==> config.mk <==
export PLATFORM = sky130hd
export DESIGN_NAME = voq_rr_matcher
export DESIGN_NICKNAME = d
export VERILOG_FILES = /design/src/rtl/voq_rr_pkg.sv /design/src/rtl/voq_rr_ppe.sv /design/src/rtl/voq_rr_round.sv /design/src/rtl/voq_rr_matcher.sv
export SDC_FILE = /design/constraint.sdc
export NUM_CORES = 1
export LEC_CHECK = 0
export ABC_CLOCK_PERIOD_IN_PS = 8400
export CAP_MARGIN = 20
export CORE_MARGIN = 2
export CORE_UTILIZATION = 55
export CTS_CLUSTER_SIZE = 16
export DETAILED_ROUTE_END_ITERATION = 8
export DONT_BUFFER_PORTS = 1
export PLACE_DENSITY = 0.67
export SLEW_MARGIN = 30
export SYNTH_ARGS = -nofsm -noshare
export SYNTH_HDL_FRONTEND = slang
export SYNTH_SLANG_ARGS = --single-unit
==> constraint.sdc <==
create_clock -name clk -period 8.4 [get_ports clk]
set_input_delay 0.42 -clock clk [delete_from_list [all_inputs] [get_ports clk]]
set_output_delay 0.42 -clock clk [all_outputs]
set_load 0.005 [all_outputs]
==> src/rtl/voq_rr_pkg.sv <==
package voq_rr_pkg;

  // Pointer advance: one place past idx, wrapping at n.
  function automatic int unsigned rr_next(input int unsigned idx, input int unsigned n);
    return (idx + 1 >= n) ? 0 : idx + 1;
  endfunction

endpackage

==> src/rtl/voq_rr_ppe.sv <==
// Programmable priority encoder: first set bit at or after ptr, wrapping.
module voq_rr_ppe #(
  parameter int N = 4,
  localparam int W = $clog2(N)
) (
  input  logic [N-1:0] req,
  input  logic [W-1:0] ptr,
  output logic         hit,
  output logic [W-1:0] sel
);

  logic [W:0]   pos;
  logic [W-1:0] idx;

  always_comb begin
    hit = 1'b0;
    sel = '0;
    pos = '0;
    idx = '0;
    for (int k = 0; k < N; k++) begin
      pos = {1'b0, ptr} + (W+1)'(k);
      if (pos >= (W+1)'(N)) pos = pos - (W+1)'(N);
      idx = pos[W-1:0];
      if (!hit && req[idx]) begin
        hit = 1'b1;
        sel = idx;
      end
    end
  end

  // a decision always names a requesting port, and one is made whenever any port requests
  always_comb begin
    if (hit) p_sel_requests_r4: assert (req[sel]);
    p_hit_any_r4: assert (hit == (|req));
  end

endmodule

==> src/rtl/voq_rr_round.sv <==
// One request-grant-accept round over the ports still free.
module voq_rr_round #(
  parameter int N = 4,
  localparam int W = $clog2(N)
) (
  input  logic [N-1:0][N-1:0] req,       // req[i][j]: input i has a cell for output j
  input  logic [N-1:0]        in_free,
  input  logic [N-1:0]        out_free,
  input  logic [N-1:0][W-1:0] gptr,
  input  logic [N-1:0][W-1:0] aptr,
  output logic [N-1:0]        acc_valid, // per input
  output logic [N-1:0][W-1:0] acc_sel,   // per input: accepted output
  output logic [N-1:0]        out_taken, // per output: its grant was accepted
  output logic [N-1:0][W-1:0] gnt_sel,   // per output: granted input
  output logic [N-1:0]        in_free_nx,
  output logic [N-1:0]        out_free_nx
);

  logic [N-1:0][N-1:0] col_req;  // col_req[j][i]
  logic [N-1:0][N-1:0] row_gnt;  // row_gnt[i][j]
  logic [N-1:0]        gnt_hit;

  for (genvar j = 0; j < N; j++) begin : g_out
    for (genvar i = 0; i < N; i++) begin : g_col
      assign col_req[j][i] = req[i][j] & in_free[i] & out_free[j];
    end
    voq_rr_ppe #(.N(N)) u_grant (
      .req (col_req[j]),
      .ptr (gptr[j]),
      .hit (gnt_hit[j]),
      .sel (gnt_sel[j])
    );
  end

  for (genvar i = 0; i < N; i++) begin : g_in
    for (genvar j = 0; j < N; j++) begin : g_row
      assign row_gnt[i][j] = gnt_hit[j] && (gnt_sel[j] == W'(i));
    end
    voq_rr_ppe #(.N(N)) u_accept (
      .req (row_gnt[i]),
      .ptr (aptr[i]),
      .hit (acc_valid[i]),
      .sel (acc_sel[i])
    );
  end

  for (genvar j = 0; j < N; j++) begin : g_taken
    assign out_taken[j] = gnt_hit[j] && acc_valid[gnt_sel[j]] && (acc_sel[gnt_sel[j]] == W'(j));
  end

  assign in_free_nx  = in_free  & ~acc_valid;
  assign out_free_nx = out_free & ~out_taken;

  // an acceptance joins a free input to a free output it requested
  always_comb begin
    for (int i = 0; i < N; i++) begin
      if (acc_valid[i]) begin
        p_acc_legal_r3: assert (req[i][acc_sel[i]] && in_free[i] && out_free[acc_sel[i]]);
      end
    end
    p_pairs_balance_r2: assert ($countones(acc_valid) == $countones(out_taken));
  end

endmodule

==> src/rtl/voq_rr_matcher.sv <==
module voq_rr_matcher #(
  parameter int N_PORTS = 4,
  parameter int ITERS   = N_PORTS,
  localparam int W      = $clog2(N_PORTS)
) (
  input  logic                   clk,
  input  logic                   rst,
  input  logic                   slot_start,
  input  logic [N_PORTS*N_PORTS-1:0] voq_req,
  output logic [N_PORTS-1:0]     match_valid,
  output logic [N_PORTS*W-1:0]   match_port
);
  import voq_rr_pkg::*;

  localparam int N = N_PORTS;

  logic [N-1:0][N-1:0] req2d;
  logic [N-1:0][W-1:0] gptr_q, aptr_q;

  logic [ITERS:0][N-1:0]         free_in, free_out;
  logic [ITERS-1:0][N-1:0]       r_acc_v, r_taken;
  logic [ITERS-1:0][N-1:0][W-1:0] r_acc_s, r_gnt_s;

  logic [N-1:0]        fin_valid;
  logic [N-1:0][W-1:0] fin_sel;

  for (genvar i = 0; i < N; i++) begin : g_unpack
    assign req2d[i] = voq_req[i*N +: N];
  end

  assign free_in[0]  = '1;
  assign free_out[0] = '1;

  for (genvar t = 0; t < ITERS; t++) begin : g_round
    voq_rr_round #(.N(N)) u_round (
      .req        (req2d),
      .in_free    (free_in[t]),
      .out_free   (free_out[t]),
      .gptr       (gptr_q),
      .aptr       (aptr_q),
      .acc_valid  (r_acc_v[t]),
      .acc_sel    (r_acc_s[t]),
      .out_taken  (r_taken[t]),
      .gnt_sel    (r_gnt_s[t]),
      .in_free_nx (free_in[t+1]),
      .out_free_nx(free_out[t+1])
    );
  end

  // Merge the rounds: each input is accepted in at most one round.
  always_comb begin
    fin_valid = '0;
    fin_sel   = '0;
    for (int t = 0; t < ITERS; t++) begin
      for (int i = 0; i < N; i++) begin
        if (r_acc_v[t][i]) begin
          fin_valid[i] = 1'b1;
          fin_sel[i]   = r_acc_s[t][i];
        end
      end
    end
  end

  // Pointers move only on pairs formed in the first round.
  always_ff @(posedge clk) begin
    if (rst) begin
      gptr_q <= '0;
      aptr_q <= '0;
    end else if (slot_start) begin
      for (int j = 0; j < N; j++) begin
        if (r_taken[0][j]) gptr_q[j] <= W'(rr_next(int'(r_gnt_s[0][j]), N));
      end
      for (int i = 0; i < N; i++) begin
        if (r_acc_v[0][i]) aptr_q[i] <= W'(rr_next(int'(r_acc_s[0][i]), N));
      end
    end
  end

  always_ff @(posedge clk) begin
    if (rst) begin
      match_valid <= '0;
      match_port  <= '0;
    end else if (slot_start) begin
      match_valid <= fin_valid;
      match_port  <= fin_sel;
    end
  end

  // ---------------- assertions ----------------
  for (genvar a = 0; a < N; a++) begin : g_chk_pair
    for (genvar b = a + 1; b < N; b++) begin : g_chk_b
      p_unique_out_r2: assert property (@(posedge clk) disable iff (rst)
        !(match_valid[a] && match_valid[b] && match_port[a*W +: W] == match_port[b*W +: W]));
    end
  end

  for (genvar i = 0; i < N; i++) begin : g_chk_in
    p_first_round_kept_r5: assert property (@(posedge clk) disable iff (rst)
      slot_start && r_acc_v[0][i] |=> match_valid[i]);
    p_aptr_hold_r6: assert property (@(posedge clk) disable iff (rst)
      !(slot_start && r_acc_v[0][i]) |=> $stable(aptr_q[i]));
    p_idle_field_r10: assert property (@(posedge clk) disable iff (rst)
      !match_valid[i] |-> match_port[i*W +: W] == '0);
  end

  for (genvar j = 0; j < N; j++) begin : g_chk_out
    p_gptr_hold_r6: assert property (@(posedge clk) disable iff (rst)
      !(slot_start && r_taken[0][j]) |=> $stable(gptr_q[j]));
  end

  p_hold_r8: assert property (@(posedge clk) disable iff (rst)
    !slot_start |=> $stable(match_valid) && $stable(match_port));

  if (ITERS == N) begin : g_chk_maximal
    // after N rounds no free input still requests a free output
    always_comb begin
      for (int i = 0; i < N; i++) begin
        for (int j = 0; j < N; j++) begin
          p_maximal_r7: assert (!(req2d[i][j] && free_in[ITERS][i] && free_out[ITERS][j]));
        end
      end
    end
  end

endmodule

==> impl_metrics.ini <==
[clock_tree]
cts_made_buffers = 3
cts_sinks = 28
cts_tree = done
post_cts_buffers = 0
cts_hold_buf = 0
clk_pin_slew_worst_paths_ns = 0.09
clock_latency_ns = 0.29
htreeDepth = 1
cts_buffer_depth = 2
root_buffer = clkbuf_16

[global_routing]
grt_usage = 0.489
grt_max_degree = 39
grt_pass1_wl_um = 53900
antenna_found_initial = 0
overflow = 0
grt_pass1_vias = 9106

[synthesis]
synthTopCellsByArea = dfxtp_1 7.6%, a21oi_1 6.6%, nor2_1 5.5%
syn_area_mm2 = 0.00742
ys_ff_latch = 28
async_flop_share = 0
ys_seq_area_frac = 0.0756
yosysTopAreaCell = dfxtp_1
synthFlopType = dfxtp_1
yosysUniqueCellTypes = 95
avgSynthCellArea_um2 = 6.56
yosys_warnings = 0
synthCells = 1130
synth_edf_count = 0
synthesis.nets = 1165
synth.top_cell.area_share = 0.0756

[timing]
fin_crit_ns = 8.32
setup_viol = 0
fin_setup_tns_ns = 0
layout_worst_path_cycle_share = 0.991
worst_slew_pin_slew_ns = 0.956
fmax_mhz = 120
fin_worst_skew_ns = 0.00703
rsz0062_at_grt = false
max-slew-margin-rel = 0.354
hold_viol_final = 0
worst_slack_ns = 0.0773
drv_slew = 0

[critical_path]
crit_chain = inv_1, a221oi_1, o22a_1, inv_1, ha_1, o41ai_1, and4_1, and2_1, o2111ai_1, and2_1, a2111oi_0, o211ai_1, a32o_1, o41ai_4, o32ai_1, nor3_2, a22o_1, nor3b_2, nor3_2, or4_1, nor3_1, nor3_1
endpoint_kind = flop
critical_path.max_stage_delay_ns = 0.79
startpoint_type = flop
crit_slowest_cell = and4_1
cp_max_fo = 17
arrival_ns = 8.51
required_ns = 8.59
crit_type = flop to flop

[place]
dpl.cell_count = 1268
gp_congestion = 1.14
io_buffer_count = 0
hpwlAfterDp_um = 27500
place_ws_ns = 0.561

[worst_hold_path]
worstHoldPathType = input port to flop

[die]
start_util = 0.562
die_area_mm2 = 0.0144
ios = 31
rows = 42
die_x_um = 120
die_h_um = 120
coreArea_mm2 = 0.0132

[power_and_ir_drop]
cellLeakagePower_nw = 2.64
peakVddDrop_v = 0.000175
finalPower_mw = 2.67
powerDensity_mw_per_mm2 = 345

[status]
status = completed

[routing]
drt_wl_total_um = 36500
drcViolationCount = 0
viasPerCell = 8.15
drtIter0Drc = 2205
wl_per_cell_um = 28.7
via_count = 10400
antenna_left = 0
firstDrtPassIters = 7

[finish]
synthToLayoutAreaGrowth_pct = 4.40
final_common_cell = nor2_1
final_cell_mix = 109 x nor2_1, 100 x nand2_1, 98 x a21oi_1, 76 x o21ai_0, 47 x buf_4
diodes = 0
layout.nets = 1133
fillers = 1282
drive_above_1_share = 0.0893
fin_cells = 1273

[run]
maxCapViolCount = 0
[cell type report]
| class | instances | area [um^2] | share of cell area |
|---|---|---|---|
| Tap cell | 176 | 220 | 0.0284 |
| Inverter | 33 | 124 | 0.0160 |
| Multi-Input combinational cell | 984 | 6380 | 0.823 |
| Timing Repair Buffer | 48 | 358 | 0.0462 |
| Clock inverter | 1 | 30.0 | 0.00388 |
| Clock buffer | 3 | 75.1 | 0.00969 |
| Sequential cell | 28 | 561 | 0.0724 |
[synth_stat cells (12+ instances only)]
library cell    n
a211oi_1       39
o22ai_1        15
nor4_1         15
o21ai_0        76
nand2_1       100
nor2b_1        17
nor2_1        109
buf_2          16
o211ai_1       29
and4_1         19
o2111ai_1      12
and3_1         12
nand3_1        37
o21a_1         13
dfxtp_1        28
nand4_1        34
inv_1          31
a21oi_1        98
a211o_1        12
nor3_1         37
a31oi_1        14
and2_1         18
a32oi_1        13
ha_1           16
clkbuf_1       58
o41ai_1        14
[state kept, by name, summed over array words and instances, names as in the netlist]
| name | count |
|---|---|
| gptr_q | 8 |
| aptr_q | 8 |
| match_valid | 4 |
| match_port | 8 |
[worst max-delay path, delay by kind of cell (launching register included)]
kind / cells / cell delay, ns
AOI/OAI and AO/OA: 10 / 3.59
and+or+nand+nor: 9 / 3.31
DFF: 1 / 0.60
buffers and inverters: 2 / 0.45
adders and majority gates: 1 / 0.26
[per-layer routing]
| layer | share of wire | GRT usage | vias to the layer above |
|---|---|---|---|
| met2 | 0.39 | 0.697 | 984 |
| met3 | 0.18 | 0.186 | 204 |
| met1 | 0.37 | 0.645 | 4719 |
| met5 | 0 | 0 | - |
| li1 | - | - | 4465 |
| met4 | 0.062 | 0.227 | 0 |
[logic make-up (layout without fill, tap and decap cells)]
family,after synthesis,after routing,synth area share
compound gates,488,488,0.477
xor+xnor,2,2,0.00236
fa+ha+maj,17,17,0.0283
buf+inv,118,85,0.0660
flops,28,28,0.0756
mux,3,3,0.00742
simple gates,474,474,0.343
[timing repair]
action | 4_1_cts | 5_1_grt
endpoints found under the hold margin | 0 | 0
resized for setup | 0 | 0
endpoints found under the setup margin | 0 | 3
[power breakdown]
part	internal (mW)	switching, mW	total, mW	leakage (nW)
sequential	0.165	0.0524	0.217	0.231
combinational	0.709	1.58	2.29	2.36
clock	0.0959	0.0679	0.164	0.0511
total	0.970	1.70	2.67	2.64
[path summary, 6_finish.rpt]
kind                   from             end  slack (ns)  cells past startpoint
min reg2reg  match_valid[2]  match_valid[2]        0.51                      2
max               gptr_q[6]  match_valid[3]        0.08                     22
max reg2reg       gptr_q[6]  match_valid[3]        0.08                     22
min                     rst   match_port[2]        0.19                      1
[metrics by stage]
step,cell area [um^2],hold WS [ns],utilization
floorplan,7420,0.472,-
global placement,7620,0.484,0.578
detailed placement,7630,0.499,0.578
CTS,7730,0.201,0.586
global route,7740,0.200,0.587
finish,7740,0.194,0.587
(Power assumes the default switching activity.)
